File: config.mk
export PLATFORM = sky130hd
export DESIGN_NAME = rx_status_tracker
export DESIGN_NICKNAME = d
export VERILOG_FILES = /design/src/rtl/rx_status_pkg.sv /design/src/rtl/rx_status_dp.sv /design/src/rtl/rx_status_ctrl.sv /design/src/rtl/rx_status_tracker.sv
export SDC_FILE = /design/constraint.sdc
export NUM_CORES = 1
export LEC_CHECK = 0
export BUFFER_PORTS_ARGS = -buffer_cell sky130_fd_sc_hd__buf_4
export CELL_PAD_IN_SITES_DETAIL_PLACEMENT = 1
export CELL_PAD_IN_SITES_GLOBAL_PLACEMENT = 1
export CORE_MARGIN = 3
export CORE_UTILIZATION = 38
export DETAILED_ROUTE_END_ITERATION = 10
export GPL_ROUTABILITY_DRIVEN = 0
export PLACE_DENSITY_LB_ADDON = 0.1
export SYNTH_ARGS = -nofsm -noshare
export SYNTH_HDL_FRONTEND = slang
export SYNTH_SLANG_ARGS = --single-unit
File: constraint.sdc
create_clock -name clk -period 4.6 [get_ports clk]
set_input_delay 0.23 -clock clk [delete_from_list [all_inputs] [get_ports clk]]
set_output_delay 0.23 -clock clk [all_outputs]
set_load 0.1 [all_outputs]
File: src/rtl/rx_status_pkg.sv
package rx_status_pkg;

  // Per-character error flags stored alongside each byte.
  typedef struct packed {
    logic brk;
    logic frame;
    logic parity;
  } rxFlags_t;

  // Strobes from control to datapath.
  typedef struct packed {
    logic push;
    logic pop;
    logic zeroData;
  } dpStrobe_t;

  localparam int FLAG_W = $bits(rxFlags_t);

endpackage

File: src/rtl/rx_status_dp.sv
module rx_status_dp
  import rx_status_pkg::*;
#(
  parameter int DATA_W = 8,
  parameter int DEPTH  = 64
) (
  input  logic              clk,
  input  logic              rstN,
  input  dpStrobe_t         strb,
  input  logic [DATA_W-1:0] inData,
  input  rxFlags_t          inFlags,
  output logic [DATA_W-1:0] headData,
  output rxFlags_t          headFlags,
  output logic              full,
  output logic              empty,
  output logic              errRemainNext
);

  localparam int PTR_W = (DEPTH > 1) ? $clog2(DEPTH) : 1;
  localparam int CNT_W = $clog2(DEPTH + 1);
  localparam logic [PTR_W-1:0] LAST_PTR = PTR_W'(DEPTH - 1);
  localparam logic [CNT_W-1:0] DEPTH_CNT = CNT_W'(DEPTH);

  logic [DATA_W-1:0] dataMem [DEPTH];
  rxFlags_t          flagMem [DEPTH];
  logic [PTR_W-1:0]  wrPtr, rdPtr;
  logic [CNT_W-1:0]  count, countNxt;
  logic [CNT_W-1:0]  errCnt, errCntNxt;
  logic              errIn, errOut;
  logic [DATA_W-1:0] storeData;

  assign full  = (count == DEPTH_CNT);
  assign empty = (count == '0);

  assign storeData = strb.zeroData ? '0 : inData;
  assign errIn  = strb.push & (|inFlags);
  assign errOut = strb.pop  & (|flagMem[rdPtr]);

  always_comb begin
    countNxt  = count + CNT_W'(strb.push) - CNT_W'(strb.pop);
    errCntNxt = errCnt + CNT_W'(errIn) - CNT_W'(errOut);
  end

  assign errRemainNext = (errCntNxt != '0);

  always_ff @(posedge clk) begin
    if (!rstN) begin
      wrPtr  <= '0;
      rdPtr  <= '0;
      count  <= '0;
      errCnt <= '0;
    end else begin
      if (strb.push) wrPtr <= (wrPtr == LAST_PTR) ? '0 : wrPtr + 1'b1;
      if (strb.pop)  rdPtr <= (rdPtr == LAST_PTR) ? '0 : rdPtr + 1'b1;
      count  <= countNxt;
      errCnt <= errCntNxt;
    end
  end

  always_ff @(posedge clk) begin
    if (strb.push) begin
      dataMem[wrPtr] <= storeData;
      flagMem[wrPtr] <= inFlags;
    end
  end

  assign headData  = empty ? '0 : dataMem[rdPtr];
  assign headFlags = empty ? '0 : flagMem[rdPtr];


  no_overflow_chk: assert property (@(posedge clk) disable iff (!rstN)
    strb.push |-> !full);


  no_underflow_chk: assert property (@(posedge clk) disable iff (!rstN)
    strb.pop |-> !empty);


  count_bound_chk: assert property (@(posedge clk) disable iff (!rstN)
    count <= DEPTH_CNT);


  err_tally_chk: assert property (@(posedge clk) disable iff (!rstN)
    errCnt <= count);

endmodule

File: src/rtl/rx_status_ctrl.sv
module rx_status_ctrl
  import rx_status_pkg::*;
(
  input  logic      clk,
  input  logic      rstN,
  input  logic      rxValid,
  input  logic      rxBreak,
  input  logic      dataRd,
  input  logic      statusRd,
  input  logic      full,
  input  logic      empty,
  input  logic      errRemainNext,
  output dpStrobe_t strb,
  output logic      overrun,
  output logic      errFlag
);

  logic inBreak;
  logic dupBreak;
  logic accept;
  logic setOvr;

  assign dupBreak = rxValid & rxBreak & inBreak;
  assign accept   = rxValid & ~dupBreak;
  assign setOvr   = accept & full;

  always_comb begin
    strb          = '0;
    strb.push     = accept & ~full;
    strb.pop      = dataRd & ~empty;
    strb.zeroData = rxBreak;
  end

  always_ff @(posedge clk) begin
    if (!rstN) begin
      inBreak <= 1'b0;
      overrun <= 1'b0;
      errFlag <= 1'b0;
    end else begin
      if (rxValid) inBreak <= rxBreak;
      if (setOvr)        overrun <= 1'b1;
      else if (statusRd) overrun <= 1'b0;
      errFlag <= statusRd ? 1'b0 : errRemainNext;
    end
  end


  ovr_clear_chk: assert property (@(posedge clk) disable iff (!rstN)
    (statusRd && !(rxValid && full)) |=> !overrun);


  break_once_chk: assert property (@(posedge clk) disable iff (!rstN)
    (rxValid && rxBreak && inBreak) |-> !strb.push);


  err_clear_chk: assert property (@(posedge clk) disable iff (!rstN)
    statusRd |=> !errFlag);


  ovr_set_chk: assert property (@(posedge clk) disable iff (!rstN)
    (rxValid && !rxBreak && full) |=> overrun);

endmodule

File: src/rtl/rx_status_tracker.sv
module rx_status_tracker
  import rx_status_pkg::*;
#(
  parameter int DATA_W = 8,
  parameter int DEPTH  = 64
) (
  input  logic              clk,
  input  logic              rstN,
  input  logic              rxValid,
  input  logic [DATA_W-1:0] rxData,
  input  logic              rxParityErr,
  input  logic              rxFrameErr,
  input  logic              rxBreak,
  input  logic              dataRd,
  input  logic              statusRd,
  output logic [DATA_W-1:0] rdData,
  output logic [7:0]        statusByte
);

  dpStrobe_t strb;
  rxFlags_t  inFlags, headFlags;
  logic      full, empty, errRemainNext;
  logic      overrun, errFlag;

  always_comb begin
    inFlags        = '0;
    inFlags.parity = rxParityErr;
    inFlags.frame  = rxFrameErr;
    inFlags.brk    = rxBreak;
  end

  rx_status_ctrl u_ctrl (
    .clk           (clk),
    .rstN          (rstN),
    .rxValid       (rxValid),
    .rxBreak       (rxBreak),
    .dataRd        (dataRd),
    .statusRd      (statusRd),
    .full          (full),
    .empty         (empty),
    .errRemainNext (errRemainNext),
    .strb          (strb),
    .overrun       (overrun),
    .errFlag       (errFlag)
  );

  rx_status_dp #(.DATA_W(DATA_W), .DEPTH(DEPTH)) u_dp (
    .clk           (clk),
    .rstN          (rstN),
    .strb          (strb),
    .inData        (rxData),
    .inFlags       (inFlags),
    .headData      (rdData),
    .headFlags     (headFlags),
    .full          (full),
    .empty         (empty),
    .errRemainNext (errRemainNext)
  );

  assign statusByte = {errFlag, 2'b00, headFlags.brk, headFlags.frame,
                       headFlags.parity, overrun, ~empty};


  head_flags_empty_chk: assert property (@(posedge clk) disable iff (!rstN)
    empty |-> (statusByte[4:2] == 3'b000));


  reserved_zero_chk: assert property (@(posedge clk) disable iff (!rstN)
    statusByte[6:5] == 2'b00);

endmodule

# After elaboration in Yosys (flattened, before gate mapping)
# Memory sizes are Yosys's and may differ from the RTL's. A register that Yosys moved wholly into a read port is not among the register bits.
# Cells that the tools add are included.
dict set report classes {
  n_mul 0
  n_bitwise 12
  eq_ne 3
  div_mod_pow 0
  muxes 13
  add_sub_neg 6
  n_shift 0
  reduce_logical 6
  order_cmp 0
}
# op n
set op_table {}
lappend op_table {{$mux 6} 6}
lappend op_table {{$mux 8} 2}
lappend op_table {{$add 7x1->7} 2}
lappend op_table {{$sub 7x1->7} 2}
lappend op_table {{$add 6x1->6 const B} 2}
lappend op_table {{$eq 6x6->1 const B} 2}
lappend op_table {{$and 1x1->1} 8}
lappend op_table {{$eq 7x7->1 const B} 1}
lappend op_table {{$logic_not 7->1} 1}
lappend op_table {{$reduce_bool 7->1} 1}
lappend op_table {{$reduce_or 3->1} 2}
lappend op_table {{$mux 1} 4}
lappend op_table {{$not 1->1} 4}
lappend op_table {{$mux 3} 1}
lappend op_table {{$reduce_bool 2->1} 1}
lappend op_table {{$reduce_or 2->1} 1}
dict set report totals {
  mem_bits_ro 0
  mem_count 2
  wordCells 49
  ram_bits 704
  latchBits 0
  output_inout_bits 16
  ff_bits 29
  in_bits 16
}
# name words width read_ports rd_clocked_by_memory_dff wr line_no
set mem_list {}
lappend mem_list {u_dp.dataMem 64 8 1 1 1 rx_status_dp.sv:24} ;# logic [DATA_W-1:0] dataMem [DEPTH];
lappend mem_list {u_dp.flagMem 64 3 1 1 1 rx_status_dp.sv:25} ;# rxFlags_t flagMem [DEPTH];

# Depth between registers and ports, before layout
# Gate-level depths: netlist of run 1.
dict set report depth {
  depth_word 9
  mapped_depth 23
  ltp_nobuf 19
}

# Hierarchy
# From an unflattened synthesis of run 1, not the netlist that was laid out.
dict set report unflattened {
  cells_unflattened 1326
  hier_area_um2 28912.7
}
# mod seq_area_each_um2 cells_per_inst instances area_each_um2
set modules_own_cells {}
lappend modules_own_cells {rx_status_dp 21780.9 1306 1 28743.8}
lappend modules_own_cells {rx_status_ctrl 60.1 14 1 131.4}
lappend modules_own_cells {rx_status_tracker 0.0 6 1 37.5}

# Least setup slack after synthesis of run 1
# Ideal clock, no wire load.
dict set report synth_timing {
  kind {register to register}
  from {register (tool-made name)}
  to {register u_ctrl.errFlag}
  path_slack_ns 0.161
  stages_incl_launch_ff 18
  period_less_slack_ns 4.439
  arrival_ns 4.314
  setup_ns 0.125
  path_cell_list {dfxtp_1 -> buf_2 -> buf_6 -> buf_4 -> buf_2 -> mux4_2 -> a22oi_1 -> nand3_1 -> o311ai_0 -> a41oi_1 -> ha_1 -> inv_1 -> ha_1 -> inv_1 -> fa_1 -> xnor2_1 -> or4b_2 -> o41a_1}
}
# element line_no
set synth_lines {}
lappend synth_lines {{end signal, assigned} rx_status_ctrl.sv:43} ;# errFlag <= statusRd ? 1'b0 : errRemainNext;
lappend synth_lines {{end, declared} rx_status_ctrl.sv:15} ;# output logic errFlag

==> results.yml, run 1 <==
pwr:
  leakage_nw: 10.4
  p_per_area_mw_per_mm2: 518
  power.total_mw: 17.5
  ir_worst_vdd_uv: 487
global_routing:
  grt_max_degree: 75
  grt_pass1_vias: 14600
  track_usage: 0.187
  grt_antenna_before_repair: 5
  grt_pass1_wl_um: 106000
  grt_overflow_total: 0
final_layout:
  area_growth_pct: 16.6
  final_cell_count_no_fill: 2538
  drive_above_1_share: 0.314
  final_nets: 1539
floorplanning:
  die-area_mm2: 0.0795
  io_pins: 32
  initial_core_util: 0.386
  rows: 100
  core_mm2: 0.0749
  fp.dieW_um: 282
  die_h_um: 282
synthesis:
  synth_top_cell_area_share: 0.731
  netlist_instances: 1341
  ys_top_cells_by_area: "edfxtp_1 (73%), mux4_2 (17%), dfxtp_1 (2.4%)"
  post_synth.cell_area_avg_um2: 21.6
  ys_warn_count: 0
  seq_area_frac_synth: 0.755
  ys_seq_elements: 739
  netlist-cell-type-count: 44
  async_flop_share: 0
  synth_edf_count: 704
  synthFlopType: "edfxtp_1"
  netlist_area_mm2: 0.0289
  yosysTopAreaCell: "edfxtp_1"
job:
  drv_cap: 0
cts:
  path_clk_slew_ps: 60
  cts_num_sinks: 739
  h-tree-depth: 3
  cts_buffer_depth: 3
  cts_buffers: 82
  insertion_delay_ps: 610
  ctsRootBufferMaster: "clkbuf_16"
  tritoncts: "done"
timing:
  fin_crit_ps: 4330
  rsz0062_at_grt: "no"
  tightestPinTransition_ps: 1230
  layout_setup_ws_ps: 267
  max_slew_margin: 0.179
  finalHoldViolations: 0
  setup-tns-final_ps: 0
  finalSetupViolCount: 0
  fmax_ghz: 0.231
  finalMaxSlewViolations: 0
  fin_skew_ps: 25.2
  fin_crit_sh: 0.942
worst_setup_path:
  critPathMaxFanout: 15
  path_class: "register to register"
  end_kind: "register"
  required_ps: 5090
  crit_path_start_kind: "register"
  critPathArrivalTime_ps: 4830
drt:
  routed_wl_um: 72500
  post_drt_wl_per_cell_um: 28.6
  drc: 0
  viasPerCell: 5.40
  drt_pass1_iterations: 5
  ant_nets: 0
  drtIter0Drc: 1104
  num_vias: 13700
place:
  place_ws_ps: 102
  dp_cells: 2383
  dp_hpwl_um: 46400
  io_buffers: 29
status:
  status: "finished clean"
hold_path:
  min_path_type: "input pin to register"
-- metal layers --
metal / routed length (um) / up-vias / GRT usage
li1: - / 5867 / -
met1: 33000 / 7449 / 0.269
met2: 34800 / 283 / 0.298
met3: 2920 / 99 / 0.0265
met4: 1790 / 0 / 0.0548
met5: 0 / - / 0
-- synthesized netlist by cell type (15+ instances only) --
master    number
and2_1        23
buf_2         20
clkbuf_1      33
dfxtp_1       35
edfxtp_1     704
ha_1          18
inv_1         28
mux4_2       216
nand2_1       28
nand3_1       15
nor2_1        75
nor2b_1       22
-- area by class of cell --
cell class / instances / area (um^2)
Antenna cell: 1 / 2.50
Fill cell: 6858 / 41200
Clock inverter: 52 / 472
Timing Repair Buffer: 148 / 1190
Sequential cell: 739 / 21900
Tap cell: 969 / 1210
Clock buffer: 97 / 2170
Multi-Input combinational cell: 504 / 6730
Inverter: 28 / 105
-- power by group --
group | internal, mW | switching (mW)
Clock | 3.87 | 2.59
Combinational | 1.47 | 2.01
Sequential | 7.48 | 0.0724
-- cells in the final DEF, fill, tap and decap left out, types with 12 or more instances in the layout --
cell type / count
a21oi_1: 12
and2_1: 23
buf_4: 137
clkbuf_1: 12
clkbuf_16: 85
clkinv_1: 25
clkinv_2: 13
dfxtp_1: 31
edfxtp_1: 704
ha_1: 18
inv_1: 28
mux2i_1: 12
mux4_2: 216
nand2_1: 28
nand3_1: 15
nor2_1: 75
nor2b_1: 14
xnor2_1: 12
-- what timing repair did --
action	in CTS	in global routing
gates resized for setup	0	5
setup buffers	0	1
setup endpoints to repair	0	1
endpoints found under the hold margin	15	0
hold buffers	4	0
-- cell families after synthesis --
family / synth area share
AOI/OAI and AO/OA: 0.00973
xor gates and xnor gates: 0.00515
adders and majority gates: 0.00917
buffers and inverters: 0.0150
DFF: 0.755
muxes: 0.174
other: 0.000130
and+or+nand+nor: 0.0322
-- worst max-delay path: stages, from the launching register on --
cell	delay [ps]
dfxtp_4	410
buf_12	180
mux4_2	520
mux4_2	480
mux2i_1	190
or3_4	190
a41oi_2	160
ha_1	310
inv_1	60
ha_1	150
inv_1	60
fa_1	420
xnor2_1	150
or4b_2	610
o41a_1	320
-- final timing paths --
check                start             end  slack (ps)  cells after the start
max               register  u_ctrl.errFlag         270                     14
min                rxBreak  u_ctrl.overrun          90                      5
max reg2reg       register  u_ctrl.errFlag         270                     14
min reg2reg  u_dp.rdPtr[5]   u_dp.rdPtr[5]         560                      2
-- state kept, by name (all words and copies together), names as in the netlist, named ones only --
signal and cells:
u_dp.dataMem 512, u_dp.flagMem 192, u_dp.count 7, u_dp.errCnt 7
u_dp.rdPtr 6, u_dp.wrPtr 6, u_ctrl.errFlag 1, u_ctrl.inBreak 1
u_ctrl.overrun 1
-- metrics by stage --
step,cell area [um^2],util,hold slack (ps)
after floorplan,28900,-,329
after global placement,31000,0.414,497
after detailed placement,31000,0.414,517
after CTS,33700,0.450,48.0
after global routing,33700,0.450,104
final,33700,0.450,86.2
Power figures use the tool's default switching activity.
==> run 2: changes to the inputs <==
--- a/config.mk
+++ b/config.mk
@@ -6,13 +6,13 @@
 export NUM_CORES = 1
 export LEC_CHECK = 0
 export BUFFER_PORTS_ARGS = -buffer_cell sky130_fd_sc_hd__buf_4
-export CELL_PAD_IN_SITES_DETAIL_PLACEMENT = 1
-export CELL_PAD_IN_SITES_GLOBAL_PLACEMENT = 1
+export CAP_MARGIN = 0
 export CORE_MARGIN = 3
 export CORE_UTILIZATION = 38
 export DETAILED_ROUTE_END_ITERATION = 10
 export GPL_ROUTABILITY_DRIVEN = 0
 export PLACE_DENSITY_LB_ADDON = 0.1
+export SKIP_CTS_REPAIR_TIMING = 1
 export SYNTH_ARGS = -nofsm -noshare
 export SYNTH_HDL_FRONTEND = slang
 export SYNTH_SLANG_ARGS = --single-unit
==> results.yml, run 2 (same netlist as run 1, synthesis figures left out) <==
pwr:
  p_per_area_mw_per_mm2: 515
  power.total_mw: 17.4
  ir_worst_vdd_uv: 310
  leakage_nw: 10.4
timing:
  fin_crit_sh: 0.950
  fin_crit_ps: 4370
  finalSetupViolCount: 0
  fin_skew_ps: 27.6
  finalMaxSlewViolations: 0
  layout_setup_ws_ps: 232
  finalHoldViolations: 0
  max_slew_margin: 0.222
  tightestPinTransition_ps: 1160
  fmax_ghz: 0.229
  rsz0062_at_grt: "no"
cts:
  cts_num_sinks: 739
  cts_buffers: 79
  ctsRootBufferMaster: "clkbuf_16"
  h-tree-depth: 3
  cts_buffer_depth: 3
  path_clk_slew_ps: 60
  tritoncts: "done"
  insertion_delay_ps: 610
place:
  place_ws_ps: -24.0
  io_buffers: 29
  dp_hpwl_um: 45200
global_routing:
  met3_usage: 0.0431
  grt_pass1_vias: 14200
  grt_antenna_before_repair: 8
  grt_pass1_wl_um: 103000
  grt_overflow_total: 0
  track_usage: 0.182
  grt_max_degree: 75
  busiest_layer: "met2"
  grt_util_met1: 0.254
  grtUsageMet2: 0.289
drt:
  routed_wl_um: 70900
  post_drt_wl_per_cell_um: 27.8
  viasPerCell: 5.33
  drtIter0Drc: 1195
  drc: 0
  ant_nets: 0
  num_vias: 13600
  drt_pass1_iterations: 5
floorplanning:
  io_pins: 32
  core_mm2: 0.0749
  die_h_um: 282
  die-area_mm2: 0.0795
  fp.dieW_um: 282
  rows: 100
  initial_core_util: 0.386
hold_path:
  min_path_type: "input pin to register"
final_layout:
  drive_above_1_share: 0.324
  max_flop_register: "u_dp.dataMem"
  fin_util: 0.451
  mostFrequentLayoutCell: "edfxtp_1"
  final_nets: 1553
  largest_register_ff_count: 512
  area_growth_pct: 17.0
  fillers: 6349
  seq_area_mm2: 0.0219
  mostFrequentLayoutCells: "edfxtp_1 (704), mux4_2 (216), buf_4 (152), clkbuf_16 (83), nor2_1 (75)"
  top_regs: "u_dp.dataMem x512, u_dp.flagMem x192"
  multi_input_area_mm2: 0.00675
status:
  status: "finished clean"
worst_setup_path:
  path_class: "register to output pin"
  required_ps: 4370
  crit_path_start_kind: "register"
  critPathArrivalTime_ps: 4140
  end_kind: "output pin"
  critPathMaxFanout: 22
job:
  drv_cap: 0
## run 2: cell type report
cell class,instances,share of cell area
inverters,28,0.00311
flip-flops and latches,739,0.646
clock inverters,47,0.0131
multi-input cells,504,0.200
diodes,1,0.0000740
clock buffers,97,0.0623
well taps,969,0.0358
repair buffers,165,0.0402
## run 2: path summary, 6_finish.rpt
| path | from | to | slack (ps) | cells after the start |
|---|---|---|---|---|
| max | register | rdData[7] | 230 | 10 |
| min | rxBreak | u_ctrl.overrun | 100 | 5 |
| max reg2reg | register | u_ctrl.errFlag | 260 | 16 |
| min reg2reg | u_dp.rdPtr[5] | register | 550 | 2 |
## run 2: per-layer routing
metal,share of wire,vias to the layer above
li1,-,5892
met1,0.44,7271
met2,0.48,339
met3,0.057,87
met4,0.020,4
met5,0.00038,-
## run 2: worst max-delay path, stage by stage (launching register included)
cell	delay [ps]
dfxtp_4	380
clkbuf_4	190
buf_4	150
clkbuf_16	170
buf_4	130
buf_4	410
mux4_2	630
mux4_2	520
mux4_2	510
and2_1	180
buf_4	230
## run 2: per-stage QoR
stage                     hold WS [ps]  std cells  setup TNS [ps]  area (um^2)
after floorplan                    329       1342               0        28900
after global placement             499       2391               0        31100
after detailed placement           505       2391           -24.0        31100
after CTS                         -138       2535           -61.9        33600
after global routing               109       2549               0        33800
final                              105       2550               0        33800
## run 2: power breakdown
| part | internal (mW) | total, mW | switching, mW |
|---|---|---|---|
| Clock | 3.71 | 6.28 | 2.58 |
| Combinational | 1.55 | 3.59 | 2.04 |
| Sequential | 7.48 | 7.56 | 0.0782 |
